`src/rtl/reply_pkg.sv`:
```
package reply_pkg;

  typedef enum logic [1:0] {
    ST_IDLE,
    ST_GAP,
    ST_SEND
  } tx_state_e;

  typedef enum logic [2:0] {
    FLD_SOF_HI,
    FLD_SOF_LO,
    FLD_CTRL,
    FLD_DATA,
    FLD_CRC_HI,
    FLD_CRC_LO,
    FLD_EOF
  } field_e;

  function automatic logic [15:0] crc16_byte(input logic [15:0] crc,
                                             input logic [7:0]  data,
                                             input logic [15:0] poly);
    logic [15:0] c;
    logic        fb;
    c = crc;
    for (int i = 7; i >= 0; i--) begin
      fb = c[15] ^ data[i];
      c  = {c[14:0], 1'b0};
      if (fb) c = c ^ poly;
    end
    return c;
  endfunction

endpackage

```
`src/rtl/rate_tick.sv`:
```
module rate_tick #(
  parameter int DIV_SLOW = 4000,
  parameter int DIV_MID  = 125,
  parameter int DIV_FAST = 50
) (
  input  logic       clk_i,
  input  logic       rst_ni,
  input  logic       start_i,
  input  logic       run_i,
  input  logic [1:0] speed_i,
  output logic       tick_o
);
  localparam int DIV_MAX = (DIV_SLOW > DIV_MID) ?
                           ((DIV_SLOW > DIV_FAST) ? DIV_SLOW : DIV_FAST) :
                           ((DIV_MID > DIV_FAST) ? DIV_MID : DIV_FAST);
  localparam int DIV_W = $clog2(DIV_MAX + 1);

  logic [DIV_W-1:0] sel_div, div_q, cnt_q;

  always_comb begin
    unique case (speed_i)
      2'b00:   sel_div = DIV_W'(DIV_SLOW);
      2'b10:   sel_div = DIV_W'(DIV_FAST);
      default: sel_div = DIV_W'(DIV_MID);
    endcase
  end

  assign tick_o = run_i && (cnt_q == div_q - DIV_W'(1));

  always_ff @(posedge clk_i or negedge rst_ni) begin
    if (!rst_ni) begin
      div_q <= DIV_W'(DIV_MID);
      cnt_q <= '0;
    end else if (start_i) begin
      // rate is frozen for the whole reply
      div_q <= sel_div;
      cnt_q <= '0;
    end else if (run_i) begin
      if (tick_o) cnt_q <= '0;
      else        cnt_q <= cnt_q + DIV_W'(1);
    end
  end
endmodule

```
`src/rtl/crc16_acc.sv`:
```
module crc16_acc
  import reply_pkg::*;
#(
  parameter logic [15:0] CRC_POLY   = 16'h1021,
  parameter logic [15:0] CRC_INIT   = 16'hFFFF,
  parameter logic [15:0] CRC_XOROUT = 16'hFFFF
) (
  input  logic        clk_i,
  input  logic        rst_ni,
  input  logic        init_i,
  input  logic        upd_i,
  input  logic [7:0]  data_i,
  output logic [15:0] crc_o
);
  logic [15:0] crc_q;

  always_ff @(posedge clk_i or negedge rst_ni) begin
    if (!rst_ni)     crc_q <= CRC_INIT;
    else if (init_i) crc_q <= crc16_byte(CRC_INIT, data_i, CRC_POLY);
    else if (upd_i)  crc_q <= crc16_byte(crc_q, data_i, CRC_POLY);
  end

  assign crc_o = crc_q ^ CRC_XOROUT;
endmodule

```
`src/rtl/frame_seq.sv`:
```
module frame_seq
  import reply_pkg::*;
#(
  parameter int          TURN_BITS = 10,
  parameter int          MIN_LEN   = 2,
  parameter int          MAX_LEN   = 124,
  parameter logic [15:0] SOF_PAT   = 16'hC35A,
  parameter logic [7:0]  CTRL_BYTE = 8'h40,
  parameter logic [7:0]  EOF_PAT   = 8'hF3,
  localparam int         LEN_W     = $clog2(MAX_LEN + 1),
  localparam int         POS_W     = $clog2(MAX_LEN + 7)
) (
  input  logic             clk_i,
  input  logic             rst_ni,
  input  logic             id_valid_i,
  input  logic             id_match_i,
  input  logic [15:0]      id_i,
  input  logic [LEN_W-1:0] pay_len_i,
  input  logic             tick_i,
  input  logic [7:0]       rd_data_i,
  input  logic [15:0]      crc_i,
  output logic             start_o,
  output logic             crc_init_o,
  output logic             crc_upd_o,
  output logic [7:0]       crc_data_o,
  output logic [LEN_W-1:0] rd_addr_o,
  output logic             tx_bit_o,
  output logic             tx_en_o,
  output logic             busy_o,
  output logic [15:0]      reply_id_o
);
  localparam int GAP_W = $clog2(TURN_BITS + 1);

  tx_state_e        state_q;
  logic [GAP_W-1:0] gap_q;
  logic [2:0]       bit_q;
  logic [POS_W-1:0] pos_q, load_pos, last_pos;
  logic [7:0]       shreg_q, load_byte;
  logic [LEN_W-1:0] len_q, eff_len, pay_idx_q;
  logic [15:0]      id_q;
  logic             accept, gap_done, byte_end, frame_end, load_en;
  field_e           load_fld;

  function automatic field_e field_at(input logic [POS_W-1:0] pos,
                                      input logic [LEN_W-1:0] len);
    logic [POS_W-1:0] l;
    l = POS_W'(len);
    if      (pos == POS_W'(0))         return FLD_SOF_HI;
    else if (pos == POS_W'(1))         return FLD_SOF_LO;
    else if (pos == POS_W'(2))         return FLD_CTRL;
    else if (pos < l + POS_W'(3))      return FLD_DATA;
    else if (pos == l + POS_W'(3))     return FLD_CRC_HI;
    else if (pos == l + POS_W'(4))     return FLD_CRC_LO;
    else                               return FLD_EOF;
  endfunction

  always_comb begin
    if (pay_len_i < LEN_W'(MIN_LEN))      eff_len = LEN_W'(MIN_LEN);
    else if (pay_len_i > LEN_W'(MAX_LEN)) eff_len = LEN_W'(MAX_LEN);
    else                                  eff_len = pay_len_i;
  end

  assign accept    = (state_q == ST_IDLE) && id_valid_i && id_match_i;
  assign last_pos  = POS_W'(len_q) + POS_W'(5);
  assign gap_done  = (state_q == ST_GAP) && tick_i && (gap_q == GAP_W'(TURN_BITS - 1));
  assign byte_end  = (state_q == ST_SEND) && tick_i && (bit_q == 3'd7);
  assign frame_end = byte_end && (pos_q == last_pos);
  assign load_en   = gap_done || (byte_end && !frame_end);
  assign load_pos  = gap_done ? '0 : pos_q + POS_W'(1);
  assign load_fld  = field_at(load_pos, len_q);

  always_comb begin
    unique case (load_fld)
      FLD_SOF_HI: load_byte = SOF_PAT[15:8];
      FLD_SOF_LO: load_byte = SOF_PAT[7:0];
      FLD_CTRL:   load_byte = CTRL_BYTE;
      FLD_DATA:   load_byte = rd_data_i;
      FLD_CRC_HI: load_byte = crc_i[15:8];
      FLD_CRC_LO: load_byte = crc_i[7:0];
      default:    load_byte = EOF_PAT;
    endcase
  end

  assign start_o    = accept;
  assign crc_init_o = load_en && (load_fld == FLD_CTRL);
  assign crc_upd_o  = load_en && (load_fld == FLD_DATA);
  assign crc_data_o = load_byte;

  always_ff @(posedge clk_i or negedge rst_ni) begin
    if (!rst_ni) begin
      state_q   <= ST_IDLE;
      gap_q     <= '0;
      bit_q     <= '0;
      pos_q     <= '0;
      shreg_q   <= '0;
      len_q     <= LEN_W'(MIN_LEN);
      pay_idx_q <= '0;
      id_q      <= '0;
    end else begin
      unique case (state_q)
        ST_IDLE: if (accept) begin
          state_q   <= ST_GAP;
          gap_q     <= '0;
          len_q     <= eff_len;
          pay_idx_q <= '0;
          id_q      <= id_i;
        end
        ST_GAP: if (tick_i) begin
          if (gap_done) state_q <= ST_SEND;
          else          gap_q   <= gap_q + GAP_W'(1);
        end
        ST_SEND: if (frame_end) begin
          state_q <= ST_IDLE;
        end else if (tick_i && !byte_end) begin
          bit_q   <= bit_q + 3'd1;
          shreg_q <= {shreg_q[6:0], 1'b0};
        end
        default: state_q <= ST_IDLE;
      endcase
      if (load_en) begin
        shreg_q <= load_byte;
        pos_q   <= load_pos;
        bit_q   <= '0;
        if (load_fld == FLD_DATA) pay_idx_q <= pay_idx_q + LEN_W'(1);
      end
    end
  end

  assign rd_addr_o  = pay_idx_q;
  assign tx_en_o    = (state_q == ST_SEND);
  assign tx_bit_o   = tx_en_o && shreg_q[7];
  assign busy_o     = (state_q != ST_IDLE);
  assign reply_id_o = id_q;
endmodule

```
`src/rtl/prod_reply_tx.sv`:
```
module prod_reply_tx #(
  parameter int          DIV_SLOW   = 4000,
  parameter int          DIV_MID    = 125,
  parameter int          DIV_FAST   = 50,
  parameter int          TURN_BITS  = 10,
  parameter int          MIN_LEN    = 2,
  parameter int          MAX_LEN    = 124,
  parameter logic [15:0] SOF_PAT    = 16'hC35A,
  parameter logic [7:0]  CTRL_BYTE  = 8'h40,
  parameter logic [7:0]  EOF_PAT    = 8'hF3,
  parameter logic [15:0] CRC_POLY   = 16'h1021,
  parameter logic [15:0] CRC_INIT   = 16'hFFFF,
  parameter logic [15:0] CRC_XOROUT = 16'hFFFF,
  localparam int         LEN_W      = $clog2(MAX_LEN + 1)
) (
  input  logic             clk_i,
  input  logic             rst_ni,
  input  logic             id_valid_i,
  input  logic             id_match_i,
  input  logic [15:0]      id_i,
  input  logic [1:0]       speed_i,
  input  logic [LEN_W-1:0] pay_len_i,
  output logic [LEN_W-1:0] rd_addr_o,
  input  logic [7:0]       rd_data_i,
  output logic             tx_bit_o,
  output logic             tx_en_o,
  output logic             busy_o,
  output logic [15:0]      reply_id_o
);
  logic        bit_tick, start, crc_init, crc_upd;
  logic [7:0]  crc_data;
  logic [15:0] crc_val;

  rate_tick #(
    .DIV_SLOW(DIV_SLOW), .DIV_MID(DIV_MID), .DIV_FAST(DIV_FAST)
  ) u_tick (
    .clk_i(clk_i), .rst_ni(rst_ni), .start_i(start), .run_i(busy_o),
    .speed_i(speed_i), .tick_o(bit_tick)
  );

  crc16_acc #(
    .CRC_POLY(CRC_POLY), .CRC_INIT(CRC_INIT), .CRC_XOROUT(CRC_XOROUT)
  ) u_crc (
    .clk_i(clk_i), .rst_ni(rst_ni), .init_i(crc_init), .upd_i(crc_upd),
    .data_i(crc_data), .crc_o(crc_val)
  );

  frame_seq #(
    .TURN_BITS(TURN_BITS), .MIN_LEN(MIN_LEN), .MAX_LEN(MAX_LEN),
    .SOF_PAT(SOF_PAT), .CTRL_BYTE(CTRL_BYTE), .EOF_PAT(EOF_PAT)
  ) u_seq (
    .clk_i(clk_i), .rst_ni(rst_ni), .id_valid_i(id_valid_i),
    .id_match_i(id_match_i), .id_i(id_i), .pay_len_i(pay_len_i),
    .tick_i(bit_tick), .rd_data_i(rd_data_i), .crc_i(crc_val),
    .start_o(start), .crc_init_o(crc_init), .crc_upd_o(crc_upd),
    .crc_data_o(crc_data), .rd_addr_o(rd_addr_o), .tx_bit_o(tx_bit_o),
    .tx_en_o(tx_en_o), .busy_o(busy_o), .reply_id_o(reply_id_o)
  );
endmodule

```
`config.mk`:
```
export PLATFORM = sky130hd
export DESIGN_NAME = prod_reply_tx
export DESIGN_NICKNAME = d
export VERILOG_FILES = /design/src/rtl/reply_pkg.sv /design/src/rtl/rate_tick.sv /design/src/rtl/crc16_acc.sv /design/src/rtl/frame_seq.sv /design/src/rtl/prod_reply_tx.sv
export SDC_FILE = /design/constraint.sdc
export NUM_CORES = 1
export LEC_CHECK = 0
export BUFFER_PORTS_ARGS = -buffer_cell sky130_fd_sc_hd__buf_2
export CAP_MARGIN = 20
export CORE_ASPECT_RATIO = 0.7
export CORE_MARGIN = 2
export CORE_UTILIZATION = 30
export CTS_BUF_LIST = sky130_fd_sc_hd__clkbuf_8
export CTS_CLUSTER_DIAMETER = 40
export DETAILED_ROUTE_END_ITERATION = 10
export PLACE_DENSITY = 0.53
export RECOVER_POWER = 25
export SYNTH_ARGS = -nofsm -noshare
export SYNTH_HDL_FRONTEND = slang
export SYNTH_HIERARCHICAL = 1
export SYNTH_SLANG_ARGS = --single-unit
```
`constraint.sdc`:
```
create_clock -name clk_i -period 5.7 [get_ports clk_i]
set_clock_uncertainty 0.05 [all_clocks]
set_input_delay 1.14 -clock clk_i [delete_from_list [all_inputs] [get_ports clk_i]]
set_output_delay 1.14 -clock clk_i [all_outputs]
set_load 0.05 [all_outputs]
```
==> results of run 1 <==
flip-flops by register name (all words and copies together) (netlist names):
| name | flops |
|---|---|
| u_seq/pos_q | 8 |
| u_seq/shreg_q | 8 |
| u_seq/reply_id_o | 16 |
| u_seq/gap_q | 4 |
| u_tick/div_q | 4 |
| u_seq/state_q | 2 |
| u_seq/len_q | 7 |
| u_seq/bit_q | 3 |
| u_crc/crc_q | 16 |
| u_tick/cnt_q | 12 |
| u_seq/rd_addr_o | 7 |
layer usage:
layer	part of all wire [%]	GRT usage (%)	wire length (um)	vias to the layer above
met1	54	23.8	8730	2546
li1	-	-	-	2661
met3	4.6	2.84	751	14
met4	1.2	4.01	201	0
met5	0	0	0	-
met2	40	21.9	6490	130
worst min path at each step:
stage	from	to	slack [ns]	depth (start not counted)
2_1_floorplan	u_seq/shreg_q[7]	u_seq/shreg_q[7]	0.42	2
3_3_place_gp	u_seq/reply_id_o[4]	u_seq/reply_id_o[4]	0.41	2
3_5_place_dp	u_seq/reply_id_o[0]	u_seq/reply_id_o[0]	0.41	2
4_1_cts	u_seq/reply_id_o[11]	u_seq/reply_id_o[11]	0.44	2
5_1_grt	u_seq/reply_id_o[0]	u_seq/reply_id_o[0]	0.46	2
6_report	u_seq/reply_id_o[5]	u_seq/reply_id_o[5]	0.43	2
cells by family after synthesis:
group / after synthesis / share of synthesized area (%)
buf+inv: 80 / 5.48
mux: 24 / 4.06
flops: 87 / 35.7
simple gates: 280 / 22.9
compound gates: 160 / 17.1
xor+xnor: 67 / 10.7
fa+ha+maj: 20 / 4.06
worst min-delay path, cell delays in order, from the launching register on:
cell,delay [ns]
dfrtp_1,0.35
nand2_1,0.05
nand2_1,0.05
cell usage after synthesis, drive strengths merged, types with 4 or more instances:
cell,number
nand2,109
dfrtp,68
nor2,51
o21ai,47
inv,38
xnor2,35
a21oi,32
xor2,31
nand3,29
clkbuf,25
ha,20
dfstp,19
buf,17
mux2i,16
nand2b,13
o31ai,11
o22ai,10
and3,9
nor3,9
nor4,9
a31oi,8
mux2,8
nand4,8
o211ai,8
nor3b,7
a211oi,5
a221oi,5
and2,5
or4,5
nor2b,4
o21a,4
o221ai,4
or2,4
power by group:
part	switching [mW]	internal, mW	total [mW]
Clock	0.247	0.159	0.407
Combinational	0.149	0.122	0.271
Sequential	0.0716	0.669	0.740
through the flow:
step | worst slack (ns) | util, % | total power [mW] | instance area (um^2) | instances
2_1_floorplan | 0.0230 | - | 0.924 | 6170 | 718
3_3_place_gp | -0.00547 | 34.8 | 1.02 | 6940 | 1049
3_5_place_dp | -0.103 | 34.8 | 1.02 | 6940 | 1049
4_1_cts | 0.0143 | 35.6 | 1.43 | 7110 | 1065
5_1_grt | -0.0608 | 36.3 | 1.51 | 7240 | 1069
6_report | 0.236 | 36.3 | 1.42 | 7240 | 1069
area by class of cell:
cell class | instances | area share [%]
multi-input cells | 551 | 51.7
flip-flops and latches | 87 | 30.4
repair buffers | 107 | 8.93
well taps | 270 | 4.67
inverters | 38 | 1.97
clock buffers | 9 | 1.71
clock inverters | 7 | 0.674
what timing repair did:
action	CTS	global route
setup buffers	0	4
gates resized for setup	1	18
pin swaps	1	3
endpoints found under the setup margin	3	10
==> metrics.md, run 1 <==
| Metric | Value |
|---|---|
| Total negative slack | `0 ns` |
| # DRC | `0` |
| Placed wire-length estimate | `between 10000 and 15000 um` |
| EDFF count, synth | `0` |
| Violation count after the first detailed-route iteration | `between 400 and 500` |
| Ports | `63` |
| Die Ht | `about 120 um` |
| Synth Flop Type | `dfrtp_1` |
| CP Cell Sequence | `inv_1, ha_1, xor2_1, nand4_1, or4_4, nor2_4, nand2_2, nor4_4, buf_4, a21oi_1, ha_1, o211ai_1, a2111oi_0, a211oi_2, or2b_2, buf_4, and4_1, a221o_1, a21oi_2, o21ai_4, xor2_2, xnor3_1, nor2_1, o22ai_1` |
| Synth warnings | `6` |
| Skew-Pair Late Insertion Delay | `about 0.4 ns` |
| Rel. slew slack | `-106%` |
| Post-Route WL | `16200 um` |
| Reg-to-reg critical path endpoint | `u_crc/crc_q[7]` |
| LEAKAGE | `roughly 3.2 nW` |
| Clock root buffer | `clkbuf_8` |
| Number of buffers created by CTS | `9` |
| Worst Max-Slew Pin Slew | `between 3 and 4 ns` |
| Fmax | `roughly 0.18 GHz` |
| CP Class | `register to register` |
| Post-DR wirelength/cell | `15.1 um` |
| Share of cells above drive strength 1 | `between 20% and 30%` |
| Mapped Cells | `~700` |
| Max-Cap Viols | `1` |
| Multi-input gate area | `approximately 3700 um^2` |
| Largest net degree at the start of global routing | `just under 60` |
| GR Overflow Total | `0` |
| Pwr per Cell Area | `~200 nW/um^2` |
| DRT antenna net count | `0` |
| Most common cell after layout, fill and taps aside | `nand2_1` |
| Area of the core | `~20000 um^2` |
| # diodes | `0` |
| FILL cells | `a little over 2k` |
| Hold Buf Count CTS | `0` |
| Critical path buffer and inverter count | `3` |
| Syn nets | `slightly below 800` |
| CTS tree | `yes` |
| Hold Path Class | `register to register` |
| Initial antenna violation count | `0` |
| Critical Path End Type | `register` |
| Crit path to | `u_crc/crc_q[7]` |
| Number of clock sinks | `87` |
| Critical path's top delay family | `simple AND/OR/NAND/NOR gates` |
| Failing checks | `max-capacitance violations, max-slew violations` |
| Hold WS | `approximately 0.43 ns` |
| Die Area | `21700 um^2` |
| Fin crit period | `around 5.5 ns` |
| Hold Vio Cnt, Final | `0` |
| Critical Path Start Type | `register` |
| Clock slew at reported path FFs | `approximately 0.1 ns` |
| Mapped cell area | `6170 um^2` |
| CP startpoint | `u_tick/div_q[6]` |
| Via count | `5351` |
| DRT Pass-1 Iters | `5` |
| Share of the synthesized area in the top cell type | `between 20% and 30%` |
| Tot GR Track Use | `about 15%` |
| Register area | `roughly 2200 um^2` |
| RePlAce Congestion | `0.847` |
| Setup-failing EPs final | `0` |
| Tcrit/Tclk final | `95.9%` |
| Area leader, netlist | `dfrtp_1` |
| Synth Register Bits | `87` |
| Standard-cell row count | `43` |
| Status | `finished, violations left` |
| CP arrival | `around 5.7 ns` |
| Max incr delay on CP | `between 0.5 and 0.6 ns` |
| First-pass GRT wire length | `between 20000 and 30000 um` |
| Htree depth | `3` |
| Vias in the first global route | `a little over 5k` |
| Max Buffers Root-to-Sink | `2` |
| Yosys cell types | `~80` |
| Area grow syn2layout | `17.4%` |
| Initial Utilization | `a little under a third` |
| Port buffer count | `62` |
| Max-slew violations | `58` |
| Synth area leaders | `dfrtp_1 (28%), dfstp_2 (8.1%), nand2_1 (6.6%)` |
| Nets | `851` |
| Peak VDD IR | `around 0.11 mV` |
| Die Span X | `roughly 180 um` |
| R2r worst-path depth | `24` |
| Async S/R FF share, synth | `100%` |
| Largest fanout on the critical path | `7` |
| Commonest non-fill, non-tap cells in the layout | `nand2_1 (108), dfrtp_1 (68), buf_2 (61), nor2_1 (50), buf_4 (45)` |
| Mean post-synth cell area | `~8.6 um^2` |
| Crit path max-delay cell type | `dfstp_2` |
| Minimum setup slack among reg-to-reg paths | `0.24 ns` |
| Reg2reg start | `u_tick/div_q[6]` |
| Critical path depth in cells | `24` |
| Sequential share of the synthesized area | `a little over a third` |
| Number of vias per cell | `approximately 5` |
| Worst EP required | `5.96 ns` |
(Power assumes the default switching activity.)
==> run 2, diff against run 1 <==
Settings changed: BUFFER_PORTS_ARGS -buffer_cell sky130_fd_sc_hd__buf_2 to -buffer_cell sky130_fd_sc_hd__buf_4.
==> run 2 against run 1 <==
The run still ends with max-capacitance violations, max-slew violations left. Sequential share of layout area decreased by 1.1 points. Setup slack got worse by 0.0022 ns. Largest power group unchanged. Global-route usage about the same. Total power increased by 4.2%. First-iteration DRC count decreased by 22%. Critical endpoint unchanged. Highest routed layer unchanged.
==> metrics.md, run 2 (same netlist as run 1, synthesis figures left out) <==
| Metric | Value |
|---|---|
| Pwr per Cell Area | `197 nW/um^2 (+0.36%)` |
| Port buffer count | `62 (unchanged)` |
| Failing checks | `max-capacitance violations, max-slew violations` |
| Tot GR Track Use | `15.4% (-0.046 points)` |
| Placed wire-length estimate | `11800 um (+1.1%)` |
| Largest fanout on the critical path | `6 (-1)` |
| Internal Power | `0.977 mW (+2.8%)` |
| Hold Path Class | `register to register` |
| Flop pwr share | `50.4% (-1.8 points)` |
| # diodes | `0 (unchanged)` |
| GR Overflow Total | `0 (unchanged)` |
| # DRC | `0 (unchanged)` |
| CTS tree | `yes` |
| Max-slew violations | `48 (-17%)` |
| Standard-cell row count | `43 (unchanged)` |
| Hold Buf Count CTS | `0 (unchanged)` |
| First-pass GRT wire length | `26800 um (about the same)` |
| Max-Cap Viols | `1 (unchanged)` |
| Critical Path End Type | `register` |
| Post-DR wirelength/cell | `15.1 um (-0.33%)` |
| DP Area | `7110 um^2 (+2.5%)` |
| DRT Pass-1 Iters | `5 (unchanged)` |
| Largest net degree at the start of global routing | `48 (-17%)` |
| Initial Utilization | `30.9% (unchanged)` |
| DRT antenna net count | `0 (unchanged)` |
| Peak VDD IR | `0.113 mV (+1.7%)` |
| LEAKAGE | `3.33 nW (+2.6%)` |
| Area of the core | `20000 um^2 (unchanged)` |
| Ports | `63 (unchanged)` |
| CP arrival | `5.72 ns (about the same)` |
| Share of cells above drive strength 1 | `25.0% (+1.4 points)` |
| Tcrit/Tclk final | `95.9% (about the same)` |
| Sw Pwr | `0.500 mW (+6.9%)` |
| Vias in the first global route | `5074 (+0.12%)` |
| FILL cells | `2047 (-0.29%)` |
| Post-Route WL | `16200 um (+0.42%)` |
| Die Span X | `175 um (unchanged)` |
| Most common cell after layout, fill and taps aside | `buf_4` |
| Initial antenna violation count | `0 (unchanged)` |
| Number of vias per cell | `4.96 (-0.89%)` |
| Violation count after the first detailed-route iteration | `357 (-22%)` |
| Setup-failing EPs final | `0 (unchanged)` |
| Rel. slew slack | `-72.4% (+34 points)` |
| Die Ht | `124 um (unchanged)` |
| Max Buffers Root-to-Sink | `2 (unchanged)` |
| Htree depth | `3 (unchanged)` |
| Fin area | `7520 um^2 (+3.8%)` |
| Fin util | `37.7% (+1.4 points)` |
| Commonest non-fill, non-tap cells in the layout | `buf_4 (113), nand2_1 (108), dfrtp_1 (68), nor2_1 (50), o21ai_0 (39)` |
| Status | `finished, violations left` |
| Skew-Pair Late Insertion Delay | `0.38 ns (about the same)` |
| Critical Path Start Type | `register` |
| Die Area | `21700 um^2 (unchanged)` |
| Clock slew at reported path FFs | `0.11 ns (about the same)` |
| Combinational power share | `19.3% (+0.2 points)` |
| CP Class | `register to register` |
| Area grow syn2layout | `21.9%` |
| Nets | `859 (+0.94%)` |
| Sw Ratio | `33.9% (+0.85 points)` |
| Via count | `5343 (-0.15%)` |
| Fmax | `0.183 GHz (about the same)` |
| Hold Vio Cnt, Final | `0 (unchanged)` |
| Fin crit period | `5.47 ns (+0.00221 ns)` |
| RePlAce Congestion | `0.910 (+7.4%)` |
| Worst Max-Slew Pin Slew | `2.59 ns (-0.510 ns)` |
| Clock power share | `30.3% (+1.6 points)` |
| Design Power | `1.48 mW (+4.2%)` |
| Clock root buffer | `clkbuf_8` |
| Number of buffers created by CTS | `9 (unchanged)` |
| Worst EP required | `5.96 ns (about the same)` |
| Number of clock sinks | `87 (unchanged)` |
-- run 2: final timing paths --
check | start | end | slack [ns] | cells past startpoint
worst max-delay path | u_tick/div_q[6] | u_crc/crc_q[7] | 0.23 | 21
worst min-delay path | u_seq/reply_id_o[12] | u_seq/reply_id_o[12] | 0.44 | 2
worst max register to register | u_tick/div_q[6] | u_crc/crc_q[7] | 0.23 | 21
worst min register to register | u_seq/reply_id_o[12] | u_seq/reply_id_o[12] | 0.44 | 2
max in group asynchronous | rst_ni | u_seq/pos_q[2] | 1.93 | 2
min in group asynchronous | rst_ni | u_tick/div_q[10] | 1.51 | 1
-- run 2: repair_timing --
item	in CTS	in global routing
setup endpoints to repair	5	12
resized for setup	1	24
setup buffers	1	8
pin swaps	2	4
gates cloned	0	0
-- run 2: final cells by class --
type / instances / area, um^2 / area share [%]
Clock buffer: 9 / 124 / 1.65
Tap cell: 270 / 338 / 4.49
Timing Repair Buffer: 115 / 857 / 11.4
Clock inverter: 7 / 78.8 / 1.05
Multi-Input combinational cell: 551 / 3770 / 50.2
Sequential cell: 87 / 2200 / 29.3
Inverter: 38 / 143 / 1.90
-- run 2: stage by stage --
step	setup TNS (ns)	hold WS [ns]	instances	setup WS (ns)
floorplan	0	0.421	718	0.0230
global placement	-0.00709	0.413	1052	-0.00709
detailed placement	-0.265	0.413	1052	-0.178
CTS	0	0.440	1069	0.0266
global route	-0.0267	0.466	1077	-0.0267
finish	0	0.441	1077	0.234
-- run 2: worst max-delay path, stage by stage, from the launching register on --
cell and delay, ns:
dfstp_2 0.54, inv_1 0.07, ha_1 0.30, xor2_1 0.13
nand4_1 0.09, or4_4 0.44, nor2_4 0.13, nand2_2 0.09
or4_1 0.52, nand2_1 0.14, ha_1 0.27, a21oi_1 0.14
o211ai_1 0.12, or4_4 0.60, buf_4 0.18, a221o_1 0.42
a21oi_4 0.19, o21ai_4 0.14, xor2_4 0.21, xnor3_1 0.42
nor2_1 0.10, o22ai_1 0.09
-- run 2: routing by layer --
layer	up-vias	track usage, %	part of all wire, %
met2	115	22.0	41
met5	-	0	0
met3	12	2.32	4.4
li1	2694	-	-
met4	0	4.43	1.2
met1	2522	23.8	53
-- run 2: power groups by stage --
stage	clock [mW]	sequential, mW	combinational (mW)
global placement	0	0.756	0.281
detailed placement	0	0.754	0.283
floorplan	0	0.740	0.183
global route	0.492	0.757	0.319
finish	0.448	0.745	0.285
CTS	0.472	0.744	0.283
==> run 3, diff against run 2 <==
Settings changed: PLACE_DENSITY 0.53 to not set.
==> run 3 against run 2 <==
The flow still finishes with violations (max-capacitance violations, max-slew violations). Global-route usage decreased by 0.11 points. Count of clock-buffer cells in the layout unchanged. Sequential power about the same. Sequential cell count unchanged. Core utilization decreased by 0.66 points. Sequential share of layout area increased by 0.53 points. Combinational power decreased by 6%.
==> metrics.md, run 3 (same netlist as run 1, synthesis figures left out) <==
| Metric | Value |
|---|---|
| Initial antenna violation count | `0 (unchanged)` |
| Combinational power share | `18.5% (-0.8 points)` |
| Area of the core | `20000 um^2 (unchanged)` |
| Initial Utilization | `30.9% (unchanged)` |
| FILL cells | `2035 (-0.59%)` |
| Standard-cell row count | `43 (unchanged)` |
| Nets | `847 (-1.4%)` |
| Post-Route WL | `15700 um (-3.1%)` |
| Internal Power | `0.966 mW (-1.1%)` |
| Placed cells | `1042 (-0.95%)` |
| Hold Path Class | `register to register` |
| Share of cells above drive strength 1 | `23.6% (-1.4 points)` |
| Die Area | `21700 um^2 (unchanged)` |
| Critical path buffer and inverter count | `3 (+1)` |
| Tcrit/Tclk final | `96.1% (+0.23 points)` |
| GR Overflow Total | `0 (unchanged)` |
| Clock slew at reported path FFs | `0.10 ns (about the same)` |
| Total negative slack | `0 ns (unchanged)` |
| Die Ht | `124 um (unchanged)` |
| Placed wire-length estimate | `11600 um (-1.8%)` |
| Status | `finished, violations left` |
| Number of buffers created by CTS | `9 (unchanged)` |
| Critical path depth in cells | `23 (+9.5%)` |
| Ports | `63 (unchanged)` |
| Largest net degree at the start of global routing | `60 (+25%)` |
| # DRC | `0 (unchanged)` |
| Setup-failing EPs final | `0 (unchanged)` |
| CTS tree | `yes` |
| Sw Ratio | `33.3% (-0.54 points)` |
| Fin util | `37.0% (-0.66 points)` |
| Hold Vio Cnt, Final | `0 (unchanged)` |
| Crit path max-delay cell type | `dfstp_2` |
| Worst Max-Slew Pin Slew | `1.64 ns (-0.944 ns)` |
| Fin crit period | `5.48 ns (+0.0130 ns)` |
| Commonest non-fill, non-tap cells in the layout | `nand2_1 (108), buf_4 (98), dfrtp_1 (68), nor2_1 (50), o21ai_0 (39)` |
| R2r worst-path depth | `23 (+9.5%)` |
| Area grow syn2layout | `19.7%` |
| Hold Buf Count CTS | `0 (unchanged)` |
| Post-DR wirelength/cell | `14.8 um (-2.0%)` |
| Critical Path Start Type | `register` |
| Max-slew violations | `30 (-38%)` |
| Fmax | `0.183 GHz (-0.24%)` |
| Tot GR Track Use | `15.3% (-0.11 points)` |
| Most common cell after layout, fill and taps aside | `nand2_1` |
| Largest fanout on the critical path | `8 (+2)` |
| Hold WS | `0.439 ns (-0.00154 ns)` |
| Worst EP required | `5.95 ns (about the same)` |
| Max incr delay on CP | `0.54 ns (-0.06 ns)` |
| Number of vias per cell | `5.02 (+1.2%)` |
| Failing checks | `max-capacitance violations, max-slew violations` |
| Critical Path End Type | `register` |
| Number of clock sinks | `87 (unchanged)` |
| LEAKAGE | `3.28 nW (-1.3%)` |
| Die Span X | `175 um (unchanged)` |
| Max-Cap Viols | `2 (+1)` |
| Skew-Pair Late Insertion Delay | `0.38 ns (about the same)` |
| Violation count after the first detailed-route iteration | `411 (+15%)` |
| CP arrival | `5.73 ns (about the same)` |
| CP most frequent cell | `ha_1` |
| Flop pwr share | `51.2% (+0.8 points)` |
| DRT Pass-1 Iters | `5 (unchanged)` |
| Peak VDD IR | `0.122 mV (+8.1%)` |
| DRT antenna net count | `0 (unchanged)` |
| Design Power | `1.45 mW (-1.9%)` |
| First-pass GRT wire length | `26700 um (-0.62%)` |
| # diodes | `0 (unchanged)` |
| Post-route insts no fill | `1065 (-1.1%)` |
| Clock power share | `30.2% (about the same)` |
| Clock root buffer | `clkbuf_8` |
| Sw Pwr | `0.483 mW (-3.5%)` |
| Port buffer count | `62 (unchanged)` |
| Pwr per Cell Area | `196 nW/um^2 (-0.13%)` |
| Hold Path Stages | `2 (unchanged)` |
| CP Cell Sequence | `inv_1, ha_1, xor2_1, nand4_1, or4_4, nor2_4, nand2_2, nor4_4, buf_6, a21oi_1, ha_1, a31o_2, a211oi_2, or2b_2, buf_4, and4_1, a221o_1, a21oi_2, o21ai_2, xor2_2, xnor3_1, nor2_1, o22ai_1` |
| Htree depth | `3 (unchanged)` |
| CP Class | `register to register` |
| Via count | `5349 (+0.11%)` |
| RePlAce Congestion | `0.923 (+1.5%)` |
| Critical path's top delay family | `simple AND/OR/NAND/NOR gates` |
| Rel. slew slack | `-9.43% (+63 points)` |
| Vias in the first global route | `5161 (+1.7%)` |
| Max Buffers Root-to-Sink | `2 (unchanged)` |
==> run 3: changes by cell type in the layout (fill, tap and decap cells not counted), sizes merged <==
cell    before  now
inv         41   42
buf        113  101
clkinv       4    3
==> run 3: cell type report <==
cell class | count | area, um^2 | share of cell area, %
Tap cell | 270 | 338 | 4.58
Clock buffer | 9 | 124 | 1.68
Inverter | 38 | 143 | 1.93
Clock inverter | 7 | 73.8 | 1.00
Multi-Input combinational cell | 551 | 3710 | 50.3
Sequential cell | 87 | 2200 | 29.8
Timing Repair Buffer | 103 | 791 | 10.7
==> run 3: path summary, 6_finish.rpt <==
kind	to	slack, ns	startpoint
max in group asynchronous	u_seq/shreg_q[1]	2.27	rst_ni
max reg2reg	u_crc/crc_q[7]	0.22	u_tick/div_q[6]
min reg2reg	u_seq/reply_id_o[7]	0.44	u_seq/reply_id_o[7]
max	u_crc/crc_q[7]	0.22	u_tick/div_q[6]
min in group asynchronous	u_seq/reply_id_o[3]	1.11	rst_ni
min	u_seq/reply_id_o[7]	0.44	u_seq/reply_id_o[7]
==> run 3: routing by layer <==
metal	wire length [um]	track usage [%]
met5	0	0
met4	155	3.59
met3	661	2.96
met2	6630	22.7
met1	8290	22.9
==> run 3: what timing repair did <==
action | CTS | global route
hold endpoints to repair | 0 | 0
endpoints found under the setup margin | 3 | 12
pin swaps | 0 | 6
setup buffers | 0 | 7
gates resized for setup | 1 | 17
==> run 3: per-stage QoR <==
| step | worst slack (ns) | area, um^2 |
|---|---|---|
| 2_1_floorplan | 0.0230 | 6170 |
| 3_3_place_gp | 0.00230 | 7030 |
| 3_5_place_dp | -0.174 | 7050 |
| 4_1_cts | 0.0136 | 7250 |
| 5_1_grt | -0.0371 | 7380 |
| 6_report | 0.221 | 7380 |
==> run 3: power groups by stage <==
stage | registers, mW | clock network [mW] | logic, mW
floorplan | 0.740 | 0 | 0.183
global placement | 0.751 | 0 | 0.264
detailed placement | 0.751 | 0 | 0.269
CTS | 0.741 | 0.460 | 0.269
global route | 0.753 | 0.482 | 0.308
finish | 0.742 | 0.438 | 0.269
==> run 3: tightest hold or removal path: stages, from the launching register on <==
cell and delay, ns:
dfrtp_1 0.36, nand2_1 0.05, nand2_1 0.05
